<file path="src/rtl/rtc_tick_pkg.sv">
package rtc_tick_pkg;

    typedef enum logic [1:0] {
        REF_SEL_A    = 2'd0,
        REF_SEL_B    = 2'd1,
        REF_SEL_C    = 2'd2,
        REF_SEL_RSVD = 2'd3
    } ref_sel_e;

    // positions in the downstream event / status word
    localparam int EVT_SEC_BIT  = 4;
    localparam int EVT_PER_BASE = 7;

endpackage

</file>
<file path="src/rtl/rtc_ref_decode.sv">
module rtc_ref_decode #(
    parameter int REF0_HZ = 32768,
    parameter int REF1_HZ = 32000,
    parameter int REF2_HZ = 38400,
    parameter int MOD_W   = 16
) (
    input  logic             clk,
    input  logic             rst_n,
    input  logic             enable_i,
    input  logic [1:0]       sel_i,
    output logic [MOD_W-1:0] modulus_o,
    output logic             run_o,
    output logic             clear_o
);
    import rtc_tick_pkg::*;

    typedef struct packed {
        logic [1:0] sel;
    } dec_state_t;

    dec_state_t s_d, s_q;
    logic       valid_sel;

    always_comb begin
        s_d       = s_q;
        s_d.sel   = sel_i;
        valid_sel = 1'b1;
        modulus_o = MOD_W'(REF0_HZ);
        case (ref_sel_e'(sel_i))
            REF_SEL_A: modulus_o = MOD_W'(REF0_HZ);
            REF_SEL_B: modulus_o = MOD_W'(REF1_HZ);
            REF_SEL_C: modulus_o = MOD_W'(REF2_HZ);
            default:   valid_sel = 1'b0;
        endcase
        run_o   = enable_i && valid_sel;
        // a select change restarts the whole chain on this edge
        clear_o = !run_o || (sel_i != s_q.sel);
    end

    always_ff @(posedge clk or negedge rst_n) begin
        if (!rst_n) s_q <= '0;
        else        s_q <= s_d;
    end

endmodule

</file>
<file path="src/rtl/rtc_phase_acc.sv">
module rtc_phase_acc #(
    parameter int MOD_W = 16,
    parameter int STEP  = 512
) (
    input  logic             clk,
    input  logic             rst_n,
    input  logic             clear_i,
    input  logic [MOD_W-1:0] modulus_i,
    output logic             step_o
);
    localparam int SUM_W = MOD_W + 1;

    typedef struct packed {
        logic [MOD_W-1:0] acc;
    } acc_state_t;

    acc_state_t       s_d, s_q;
    logic [SUM_W-1:0] sum;

    always_comb begin
        s_d    = s_q;
        sum    = {1'b0, s_q.acc} + SUM_W'(STEP);
        step_o = !clear_i && (sum >= {1'b0, modulus_i});
        if (clear_i) begin
            s_d.acc = '0;
        end else if (step_o) begin
            s_d.acc = MOD_W'(sum - {1'b0, modulus_i});
        end else begin
            s_d.acc = MOD_W'(sum);
        end
    end

    always_ff @(posedge clk or negedge rst_n) begin
        if (!rst_n) s_q <= '0;
        else        s_q <= s_d;
    end

endmodule

</file>
<file path="src/rtl/rtc_tick_chain.sv">
module rtc_tick_chain #(
    parameter int CHAIN_W = 9
) (
    input  logic               clk,
    input  logic               rst_n,
    input  logic               clear_i,
    input  logic               step_i,
    output logic [CHAIN_W-1:0] tick_per_o,
    output logic               tick_sec_o
);
    typedef struct packed {
        logic [CHAIN_W-1:0] cnt;
        logic [CHAIN_W-1:0] per;
        logic               sec;
    } chain_state_t;

    chain_state_t       s_d, s_q;
    logic [CHAIN_W-1:0] tap_hit;

    // tap j (rate 2^(j+1)) fires when the lower bits below it are all ones
    for (genvar j = 0; j < CHAIN_W; j++) begin : g_tap
        if (j == CHAIN_W - 1) begin : g_fast
            assign tap_hit[j] = 1'b1;
        end else begin : g_slow
            assign tap_hit[j] = &s_q.cnt[CHAIN_W-2-j:0];
        end
    end

    always_comb begin
        s_d = s_q;
        if (clear_i) begin
            s_d = '0;
        end else begin
            s_d.per = step_i ? tap_hit : '0;
            s_d.sec = step_i && (&s_q.cnt);
            if (step_i) s_d.cnt = s_q.cnt + 1'b1;
        end
    end

    always_ff @(posedge clk or negedge rst_n) begin
        if (!rst_n) s_q <= '0;
        else        s_q <= s_d;
    end

    assign tick_per_o = s_q.per;
    assign tick_sec_o = s_q.sec;

endmodule

</file>
<file path="src/rtl/rtc_tick_gen.sv">
module rtc_tick_gen #(
    parameter int REF0_HZ     = 32768,
    parameter int REF1_HZ     = 32000,
    parameter int REF2_HZ     = 38400,
    parameter int TOP_TICK_HZ = 512
) (
    input  logic        clk_ref,
    input  logic        rst_n,
    input  logic        enable_i,
    input  logic [1:0]  ref_sel_i,
    output logic        running_o,
    output logic        tick_sec_o,
    output logic [$clog2(TOP_TICK_HZ)-1:0] tick_per_o,
    output logic [rtc_tick_pkg::EVT_PER_BASE+$clog2(TOP_TICK_HZ)-1:0] evt_o
);
    import rtc_tick_pkg::*;

    localparam int CHAIN_W = $clog2(TOP_TICK_HZ);
    localparam int MAX_HZ  = (REF0_HZ > REF1_HZ)
                           ? ((REF0_HZ > REF2_HZ) ? REF0_HZ : REF2_HZ)
                           : ((REF1_HZ > REF2_HZ) ? REF1_HZ : REF2_HZ);
    localparam int MOD_W   = $clog2(MAX_HZ + 1);
    localparam int EVT_W   = EVT_PER_BASE + CHAIN_W;

    logic [MOD_W-1:0] modulus;
    logic             clear;
    logic             step;

    rtc_ref_decode #(
        .REF0_HZ (REF0_HZ),
        .REF1_HZ (REF1_HZ),
        .REF2_HZ (REF2_HZ),
        .MOD_W   (MOD_W)
    ) i_decode (
        .clk       (clk_ref),
        .rst_n     (rst_n),
        .enable_i  (enable_i),
        .sel_i     (ref_sel_i),
        .modulus_o (modulus),
        .run_o     (running_o),
        .clear_o   (clear)
    );

    rtc_phase_acc #(
        .MOD_W (MOD_W),
        .STEP  (TOP_TICK_HZ)
    ) i_acc (
        .clk       (clk_ref),
        .rst_n     (rst_n),
        .clear_i   (clear),
        .modulus_i (modulus),
        .step_o    (step)
    );

    rtc_tick_chain #(
        .CHAIN_W (CHAIN_W)
    ) i_chain (
        .clk        (clk_ref),
        .rst_n      (rst_n),
        .clear_i    (clear),
        .step_i     (step),
        .tick_per_o (tick_per_o),
        .tick_sec_o (tick_sec_o)
    );

    always_comb begin
        evt_o                             = '0;
        evt_o[EVT_SEC_BIT]                = tick_sec_o;
        evt_o[EVT_PER_BASE +: CHAIN_W]    = tick_per_o;
    end

    logic unused_w;
    assign unused_w = ^EVT_W;

endmodule

</file>
<file path="config.mk">
export PLATFORM = sky130hd
export DESIGN_NAME = rtc_tick_gen
export DESIGN_NICKNAME = d
export VERILOG_FILES = /design/src/rtl/rtc_tick_pkg.sv /design/src/rtl/rtc_ref_decode.sv /design/src/rtl/rtc_phase_acc.sv /design/src/rtl/rtc_tick_chain.sv /design/src/rtl/rtc_tick_gen.sv
export SDC_FILE = /design/constraint.sdc
export NUM_CORES = 1
export LEC_CHECK = 0
export BUFFER_PORTS_ARGS = -buffer_cell sky130_fd_sc_hd__buf_4
export CORE_MARGIN = 2
export CORE_UTILIZATION = 59
export CTS_CLUSTER_SIZE = 16
export DETAILED_ROUTE_END_ITERATION = 8
export GPL_TIMING_DRIVEN = 0
export MAX_ROUTING_LAYER = met4
export PLACE_DENSITY = 0.93
export SLEW_MARGIN = 20
export SYNTH_ARGS = -nofsm -noshare
export SYNTH_HDL_FRONTEND = slang
export SYNTH_SLANG_ARGS = --single-unit
</file>
<file path="constraint.sdc">
create_clock -name clk_ref -period 5.4 [get_ports clk_ref]
set_input_delay 0 -clock clk_ref [delete_from_list [all_inputs] [get_ports clk_ref]]
set_output_delay 0 -clock clk_ref [all_outputs]
set_load 0.01 [all_outputs]
</file>
-- Word level (Yosys, flattened, before mapping)
Cells that the tools add are included.
- add/sub/neg operators: 3
- multiply operators: 0
- divide/modulo/power cells: 0
- order comparisons: 1
- equality and inequality tests: 3
- shift operators: 0
- multiplexer cells: 7
- bitwise gates (word level): 0
- reduce and logical (&&, ||, !) cells: 17
- operators by type and width (kind ; count):
    $mux W16 ; 2
    $pmux W16 S2 ; 1
    $mux W19 ; 1
    $mux W9 ; 2
    $add A16 B10 Y17 const B ; 1
    $ge A17 B16 Y1 ; 1
    $sub A16 B16 Y16 ; 1
    $add A9 B1 Y9 const B ; 1
    $reduce_and A9 Y1 ; 1
    $reduce_and A8 Y1 ; 1
    $reduce_and A7 Y1 ; 1
    $reduce_and A6 Y1 ; 1
    $reduce_and A5 Y1 ; 1
    $reduce_and A4 Y1 ; 1
    $logic_and A1 B1 Y1 ; 3
    $reduce_and A3 Y1 ; 1
    $reduce_or A3 Y1 ; 1
    $eq A2 B1 Y1 const B ; 1
    $eq A2 B2 Y1 const B ; 1
    $logic_not A1 Y1 ; 2
    $logic_not A2 Y1 ; 1
    $ne A2 B2 Y1 ; 1
    $reduce_and A2 Y1 ; 1
    $reduce_bool A2 Y1 ; 1
    2 further kinds ; 2
- flip-flop bits (word level): 37
- latch bits: 0
- bits in writable memories: 0
- bits in read-only memories: 0
- output and inout bits: 27
- logic and storage cells: 36
- memories kept: 0

-- Longest topological paths before layout
Gate-level depths: netlist of run 1.
- depth after elaboration: 10
- mapped depth: 11

-- Hierarchy
A second synthesis of run 1 with hierarchy kept.
- cells, all modules: 304
- area, all modules: 2792.7 um^2
- by module, submodules not included (module ; instances ; cells an instance ; area each (um^2) ; sequential area each (um^2)):
    rtc_phase_acc ; 1 ; 182 ; 1565.3 ; 400.4
    rtc_tick_chain ; 1 ; 78 ; 863.3 ; 475.5
    rtc_ref_decode ; 1 ; 27 ; 240.2 ; 50.0
    rtc_tick_gen ; 1 ; 17 ; 123.9 ; 0.0

-- Least setup slack after synthesis of run 1
Ideal clock, no wire load.
- path kind: register to register
- from: register i_acc.s_q[9] (netlist bit)
- to: register i_acc.s_q[10] (netlist bit)
- library setup time: 0.132 ns
- arrival: 2.223 ns
- setup slack: 3.045 ns
- cell stages (with the launch flop): 11
- period minus slack after synthesis: 2.355 ns
- cells stage by stage: dfrtp_1 ha_1 xor2_1 ha_1 and4_1 nor3_1 a21oi_2 nor2_2 buf_4 mux2i_1 nor2_1
- RTL lines (what ; RTL line ; RTL):
    from (decl) ; rtc_phase_acc.sv:17 ; acc_state_t s_d, s_q;
    from (signal assigned) ; rtc_phase_acc.sv:34 ; if (!rst_n) s_q <= '0;
    from (signal assigned) ; rtc_phase_acc.sv:35 ; else s_q <= s_d;

-- Final worst setup path of run 1
- from: register i_acc.s_q[9] (netlist bit)
- to: register i_chain.s_q[12] (netlist bit)
- longest elaborated chain between the ends: 4
- RTL lines (what ; RTL line ; RTL):
    $add A16 B10 Y17 ; rtc_phase_acc.sv:22 ; sum = {1'b0, s_q.acc} + SUM_W'(STEP);
    $ge A17 B16 Y1 ; rtc_phase_acc.sv:23 ; step_o = !clear_i && (sum >= {1'b0, modulus_i});
    $logic_and A1 B1 Y1 ; rtc_phase_acc.sv:23 ;
    $reduce_bool A2 Y1 (no source line) ; n/a ;
    to (signal assigned) ; rtc_tick_chain.sv:41 ; if (!rst_n) s_q <= '0;
    to (signal assigned) ; rtc_tick_chain.sv:42 ; else s_q <= s_d;
    to (decl) ; rtc_tick_chain.sv:17 ; chain_state_t s_d, s_q;
Every way passes these cells.
A chain may end at the register's enable or synchronous reset.

==> results of run 1 <==
[what timing repair did]
item,CTS,global route
endpoints found under the hold margin,31,0
hold buffers,3,0
buffers inserted,0,0
[layout make-up]
cell class                 count  area [um2]  share of cell area [%]
clock buffer                   7        55.1                    2.46
buffer                        28         206                    9.24
tap                           44        55.1                    2.46
inverter                       6        22.5                    1.01
timing repair buffer          28         218                    9.75
clock inverter                 1        30.0                    1.34
sequential                    29         726                    32.5
multi-input combinational    130         921                    41.2
[metrics by stage]
step / setup WS (ns) / hold slack, ns / util (%) / power, uW / std cells
after detailed placement: 2.67 / -0.0658 / 70.0 / 284 / 262
final: 2.65 / 0.123 / 73.8 / 468 / 273
after global placement: 2.74 / -0.0668 / 70.0 / 283 / 262
after CTS: 2.65 / 0.123 / 73.8 / 470 / 273
after global routing: 2.43 / 0.160 / 73.8 / 486 / 273
after floorplan: 3.05 / -0.296 / - / 268 / 193
[power by group through the flow]
stage / registers, uW / logic, uW / clock network, uW
6_report: 220 / 62.2 / 186
3_3_place_gp: 224 / 58.5 / 0
5_1_grt: 220 / 70.1 / 196
3_5_place_dp: 224 / 60.1 / 0
4_1_cts: 220 / 62.2 / 188
2_1_floorplan: 224 / 43.8 / 0
[sequential cells by signal, summed over array words and instances (netlist names)]
| register | flops |
|---|---|
| i_chain.s_q | 9 |
| i_chain.tick_per_o | 9 |
| i_acc.s_q | 8 |
| i_decode.s_q | 2 |
| i_chain.tick_sec_o | 1 |
[layer usage]
metal | vias up | global-route usage (%) | wire, um
met3 | 5 | 5.19 | 128
met2 | 31 | 38.7 | 1820
li1 | 703 | - | -
met5 | - | - | 0
met4 | 0 | 8.57 | 59
met1 | 682 | 26.9 | 1510
[cells in the final DEF, fill, tap and decap left out, types with 5 or more instances in the layout]
master	Yosys	final
mux2i_1	7	7
nor2b_1	6	6
nor2_1	15	15
nand3_1	6	6
buf_4	27	52
ha_1	16	16
a21oi_1	9	9
nand2_1	6	6
inv_1	6	6
o21ai_0	5	5
clkbuf_4	0	5
and2_1	7	7
and3_1	5	5
dfrtp_1	29	29
conb_1	1	6
xnor2_1	7	7
[worst max path at each step]
stage | start | cells after the start | to
global route | i_acc.s_q[9] | 11 | i_chain.s_q[12]
global placement | i_acc.s_q[9] | 10 | i_chain.s_q[14]
CTS | i_acc.s_q[9] | 10 | i_chain.s_q[12]
finish | i_acc.s_q[9] | 10 | i_chain.s_q[12]
floorplan | i_acc.s_q[9] | 10 | i_acc.s_q[10]
detailed placement | i_acc.s_q[9] | 10 | i_chain.s_q[12]
[worst max-delay path, stage by stage (launching register included)]
cell	delay (ns)
dfrtp_1	0.46
ha_1	0.26
xor2_1	0.22
ha_1	0.34
and4_1	0.21
nor3_1	0.20
a21oi_2	0.11
nor2_2	0.30
buf_4	0.26
mux2i_1	0.22
nor2_1	0.05
[kinds of logic (layout without fill, tap and decap cells)]
| logic type | count (synthesis) | after routing | share of synthesized area (%) |
|---|---|---|---|
| fa+ha+maj | 17 | 17 | 11.9 |
| xor+xnor | 11 | 11 | 5.19 |
| other cells | 1 | 6 | 0.202 |
| compound gates | 33 | 33 | 11.8 |
| simple gates | 56 | 56 | 15.8 |
| mux | 7 | 7 | 3.77 |
| flops | 29 | 29 | 39.1 |
| buf+inv | 34 | 70 | 12.3 |
==> impl_results.rst, run 1 <==
.. list-table::
   :header-rows: 1

   * - Metric
     - Value
   * - Power Internal
     - approximately 360 uW
   * - Total I/O pin count
     - 32
   * - R2r endpoint
     - i_chain.s_q[12]
   * - Routed wire length
     - around 3500 um
   * - H-tree lvl count
     - 2
   * - Flip-flop cell with the highest count after synthesis
     - dfrtp_1
   * - Fraction of synthesized cell area taken by the top area cell type
     - between 30% and 40%
   * - Number of failing hold endpoints at the final stage
     - 0
   * - Commonest cells in the netlist
     - dfrtp_1 (29), buf_4 (27), ha_1 (16)
   * - Top cells by area in the synthesized netlist
     - dfrtp_1 (39%), buf_4 (11%), ha_1 (11%), mux2i_1 (3.8%), xnor2_1 (3.3%)
   * - Switching share of power
     - about a quarter
   * - Most frequent cell after synthesis
     - dfrtp_1
   * - Final HPWL from detailed placement
     - 2620 um
   * - Proportion of power drawn by flip-flops and latches
     - a little under half
   * - Placed cell areas
     - ~0.0021 mm2
   * - Routed vias
     - between 1,000 and 1,500
   * - Number of inserted filler cells in the final layout
     - roughly 210
   * - Largest clock skew in the final design
     - around 0.0090 ns
   * - Congestion Overflow GR
     - 0
   * - Relative contribution of combinational cells to total power
     - between 10% and 20%
   * - Warning count from the yosys run
     - 0
   * - Number of enable flip-flop cells after synthesis
     - 0
   * - Syn avg cell area
     - just under 10 um2
   * - Wire per inst
     - roughly 13 um
   * - Count of unique library cells instantiated by Yosys
     - 35
   * - Fmax
     - 364 MHz
   * - FF-to-FF setup slack
     - around 2.7 ns
   * - Post-synthesis cell type with the largest combined area
     - dfrtp_1
   * - Total Die Area
     - 0.00361 mm2
   * - First-pass iteration count of the detailed router
     - 4
   * - Wire length of the first global-routing pass
     - approximately 5900 um
   * - Type of the worst setup path
     - reg2reg
   * - Area of the core
     - 0.00303 mm2
   * - CP Data Arrival Time
     - between 2 and 3 ns
   * - Clock-pin slew on the worst setup and hold paths
     - ~0.09 ns
   * - DIE WIDTH
     - 60.1 um
   * - Clock group share of total power
     - between 30% and 40%
   * - Detail-routed via count per cell
     - between 5 and 6
   * - Slew at the pin closest to its max-slew limit
     - 0.528 ns
   * - Net switching power of the design
     - between 100 and 150 uW
   * - Setup repair after global routing missed its margin
     - no
   * - Sinks on the clock net
     - 29
   * - Portion of the post-synthesis area used by sequential elements
     - between 30 and 40%
   * - Setup TNS
     - 0 ns
   * - Yosys reg bits
     - 29
   * - Cell depth of the worst flop-to-flop path
     - 10
   * - Final setup violation count
     - 0
   * - Launch instance of the worst register-to-register path
     - i_acc.s_q[9]
   * - Synth-to-layout area growth
     - 20.3%
   * - Clk Latency, worst-skew pair
     - ~0.33 ns
   * - Largest fanout of any net on the critical path
     - 10
   * - Worst hold path class
     - in2async
   * - Post-Syn Area
     - 0.00186 mm2
   * - Number of max-capacitance violations reported
     - 0
   * - Clock tree buffer depth
     - 2
   * - Vias in the first global route
     - approximately 1,400
   * - Gpl congestion
     - a little over 0.8
   * - Number of clock buffers inserted by TritonCTS
     - 5
   * - Initial cell density of the core
     - 61.3%
   * - Worst-case vdd ir drop
     - between 0.1 and 0.15 mV
   * - Post-layout min period
     - around 2.7 ns
   * - Final routed DRC violation total
     - 0
   * - Required time reported for the critical path endpoint
     - 5.61 ns
   * - Cell Rows
     - 20
   * - Global router's overall resource usage
     - between 20 and 25%
   * - Initial antenna violation count
     - 0
   * - Clock Root Buffer
     - clkbuf_4
   * - Drt initial violations
     - 32
   * - Share of layout cells above drive strength 1
     - around a quarter
   * - Maximum number of pins on one net before global-route repair
     - 30
   * - Relative max-transition margin
     - between 60% and 70%
   * - Post-route standard cell area excluding fillers
     - between 0.002 and 0.0025 mm2
   * - # diodes
     - 0
   * - Slew Viols, Final
     - 0
   * - Power density over the cells
     - around 210 mW/mm2
   * - Outcome
     - finished clean
   * - Layout net count
     - 250
   * - Share of synthesized registers carrying an async set or reset
     - 100%
   * - Cells resized by post-CTS repair
     - 0
   * - Final worst-path cycle share
     - 50.8%
   * - CP endpoint kind
     - flop
   * - Static power due to leakage
     - 0.00121 uW
   * - Die Ht
     - between 60 and 70 um
   * - Startpoint class of the critical path
     - flop
   * - Cell count after synthesis
     - ~190
   * - Number of nets with antenna violations after detailed routing
     - 0
   * - Total of buffers placed on input and output ports
     - 25
   * - CTS tree
     - built
(Power assumes the default switching activity.)
==> inputs of run 2 (changes only) <==
CORE_UTILIZATION = 56   (was 59)
PLACE_DENSITY = 0.9   (was 0.93)
clock period = 2.8 ns   (was 5.4 ns; I/O delays follow)
==> run 2 against run 1 <==
  * Setup slack worse by 2.5 ns
  * Critical path type unchanged
  * Final cell count is the same
  * Register-to-register slack worse by 2.5 ns
  * Critical path depth shrank 1
  * Highest routed layer unchanged
  * Worst hold slack lost 0.014 ns
  * Clock power up 56%
==> impl_results.rst, run 2 (synthesized netlist as in run 1, its figures left out) <==
.. list-table::
   :header-rows: 1

   * - Metric
     - Value
   * - Routed wire length
     - 3520 um (was 3510 um)
   * - CTS tree
     - built (unchanged)
   * - Post-route standard cell area excluding fillers
     - 0.00223 mm2 (about the same)
   * - Vias in the first global route
     - 1,267 (was 1,366)
   * - Number of max-capacitance violations reported
     - 0 (unchanged)
   * - Slew Viols, Final
     - 0 (unchanged)
   * - CP Data Arrival Time
     - 2.87 ns (was 2.96 ns)
   * - Power Internal
     - 621 uW (was 357 uW)
   * - Flip-flop and latch area
     - 727 um2 (was 726 um2)
   * - Synth-to-layout area growth
     - 20.2% (was 20.3%)
   * - Wire per inst
     - 12.9 um (about the same)
   * - Gpl congestion
     - 0.893 (was 0.820)
   * - Number of clock buffers inserted by TritonCTS
     - 5 (unchanged)
   * - Final worst-path cycle share
     - 93.6% (was 50.8%)
   * - Static power due to leakage
     - 0.00120 uW (was 0.00121 uW)
   * - Wire length of the first global-routing pass
     - 5540 um (was 5910 um)
   * - Area of combinational cells with multiple inputs
     - 933 um2 (was 921 um2)
   * - Commonest cells after routing, fill and taps aside
     - buf_4 (52), dfrtp_1 (28), ha_1 (16) (was buf_4 (52), dfrtp_1 (29), ha_1 (16))
   * - Placed cell areas
     - 0.00212 mm2 (unchanged)
   * - Total I/O pin count
     - 32 (unchanged)
   * - Total of buffers placed on input and output ports
     - 25 (unchanged)
   * - H-tree lvl count
     - 2 (unchanged)
   * - Proportion of power drawn by flip-flops and latches
     - 50.7% (was 47.0%)
   * - Final routed DRC violation total
     - 0 (unchanged)
   * - Startpoint class of the critical path
     - flop (unchanged)
   * - Clock tree buffer depth
     - 2 (unchanged)
   * - Clock-pin slew on the worst setup and hold paths
     - 0.10 ns (was 0.09 ns)
   * - Congestion Overflow GR
     - 0 (unchanged)
   * - CP endpoint kind
     - flop (unchanged)
   * - Switching share of power
     - 25.9% (was 23.7%)
   * - Outcome
     - finished clean (unchanged)
   * - Sinks on the clock net
     - 29 (unchanged)
   * - Number of inserted filler cells in the final layout
     - 244 (was 207)
   * - First-pass iteration count of the detailed router
     - 4 (unchanged)
   * - Fmax
     - 381 MHz (was 364 MHz)
   * - Post-Place Worst Slack
     - 0.0869 ns (was 2.67 ns)
   * - Routed vias
     - 1,425 (was 1,421)
   * - Global route hottest layer
     - met2 (unchanged)
   * - Worst hold path class
     - in2async (unchanged)
   * - Initial antenna violation count
     - 0 (unchanged)
   * - # diodes
     - 0 (unchanged)
   * - DIE WIDTH
     - 61.6 um (was 60.1 um)
   * - Cell Rows
     - 20 (unchanged)
   * - Area of the core
     - 0.00310 mm2 (was 0.00303 mm2)
   * - Met3 track demand over resource in global routing
     - 3.15% (was 5.19%)
   * - Drt initial violations
     - 58 (was 32)
   * - Type of the worst setup path
     - reg2reg (unchanged)
   * - Largest clock skew in the final design
     - 0.0103 ns (was 0.00898 ns)
   * - Final setup violation count
     - 0 (unchanged)
   * - Clock group share of total power
     - 34.8% (was 39.7%)
   * - Number of failing hold endpoints at the final stage
     - 0 (unchanged)
   * - Largest fanout of any net on the critical path
     - 8 (was 10)
   * - Power density over the cells
     - 375 mW/mm2 (was 209 mW/mm2)
   * - Worst-case vdd ir drop
     - 0.243 mV (was 0.102 mV)
   * - Die Ht
     - 61.6 um (was 60.1 um)
   * - Initial cell density of the core
     - 59.8% (was 61.3%)
   * - Detail-routed via count per cell
     - 5.22 (was 5.21)
   * - Clock Root Buffer
     - clkbuf_4 (unchanged)
   * - Setup repair after global routing missed its margin
     - yes (was no)
   * - Post-layout min period
     - 2.62 ns (was 2.75 ns)
   * - Final HPWL from detailed placement
     - 2540 um (was 2620 um)
   * - Post-CTS Setup Bufs
     - 0 (unchanged)
   * - Total Die Area
     - 0.00379 mm2 (was 0.00361 mm2)
   * - Share of layout cells above drive strength 1
     - 28.4% (was 26.6%)
   * - Worst Setup Slack, final
     - 0.178 ns (was 2.65 ns)
   * - Most common cell after layout, fill and taps aside
     - buf_4 (unchanged)
   * - Net switching power of the design
     - 217 uW (was 111 uW)
   * - Number of nets with antenna violations after detailed routing
     - 0 (unchanged)
   * - Required time reported for the critical path endpoint
     - 3.05 ns (was 5.61 ns)
   * - Met1 usage
     - 26.1% (was 26.9%)
   * - Clk Latency, worst-skew pair
     - 0.33 ns (about the same)
   * - Relative contribution of combinational cells to total power
     - 14.6% (was 13.3%)
   * - Maximum number of pins on one net before global-route repair
     - 30 (unchanged)
   * - Layout net count
     - 250 (unchanged)
   * - Global router's overall resource usage
     - 20.9% (was 23.1%)
   * - Met2 track demand over resource in global routing
     - 33.2% (was 38.7%)
-- run 2: worst paths after layout --
check,start,endpoint,slack (ns),cells past startpoint
max,i_acc.s_q[9],i_chain.s_q[15],0.18,9
min,rst_n,i_chain.s_q[10],0.11,2
max reg2reg,i_acc.s_q[9],i_chain.s_q[15],0.18,9
min reg2reg,i_acc.s_q[9],i_acc.s_q[9],0.56,1
max in group asynchronous,rst_n,i_acc.s_q[9],2.41,2
min in group clk_ref,enable_i,i_chain.s_q[13],0.30,4
-- run 2: stage by stage --
step / TNS (ns) / util [%] / hold WS (ns) / total power [uW] / instances
after CTS: 0 / 71.5 / 0.118 / 838 / 273
after detailed placement: 0 / 68.3 / -0.0661 / 550 / 262
final: 0 / 71.9 / 0.109 / 838 / 273
after global placement: 0 / 68.3 / -0.0664 / 546 / 262
after floorplan: 0 / - / -0.296 / 516 / 193
after global routing: -0.0110 / 71.9 / 0.138 / 875 / 273
-- run 2: critical path, cell delays in order, from the launching register on --
cell	delay, ns
dfrtp_2	0.46
ha_1	0.25
xor2_1	0.16
ha_1	0.39
and4_1	0.24
nor3_2	0.05
a21oi_2	0.21
nor2_4	0.09
or4_1	0.51
a21oi_1	0.16
-- run 2: power groups by stage --
| stage | clock network [uW] | registers [uW] | logic, uW |
|---|---|---|---|
| CTS | 292 | 424 | 121 |
| detailed placement | 0 | 433 | 117 |
| floorplan | 0 | 432 | 84.5 |
| global placement | 0 | 432 | 114 |
| finish | 291 | 425 | 122 |
| global route | 313 | 425 | 136 |
-- run 2: timing repair --
item,in CTS,in global routing
endpoints found under the setup margin,0,24
gates resized for setup,0,4
hold buffers,3,0
endpoints found under the hold margin,31,0
-- run 2: area by class of cell --
class | count | share of cell area, %
Buffer | 28 | 9.25
Clock buffer | 7 | 2.91
Clock inverter | 1 | 0.224
Inverter | 6 | 1.01
Multi-Input combinational cell | 130 | 41.8
Sequential cell | 29 | 32.6
Tap cell | 44 | 2.47
Timing Repair Buffer | 28 | 9.75
-- run 2: routing by layer --
metal | part of all wire [%] | vias up
met5 | 0 | -
met4 | 1.9 | 0
met3 | 4.3 | 7
met2 | 49 | 39
met1 | 45 | 678
li1 | - | 701
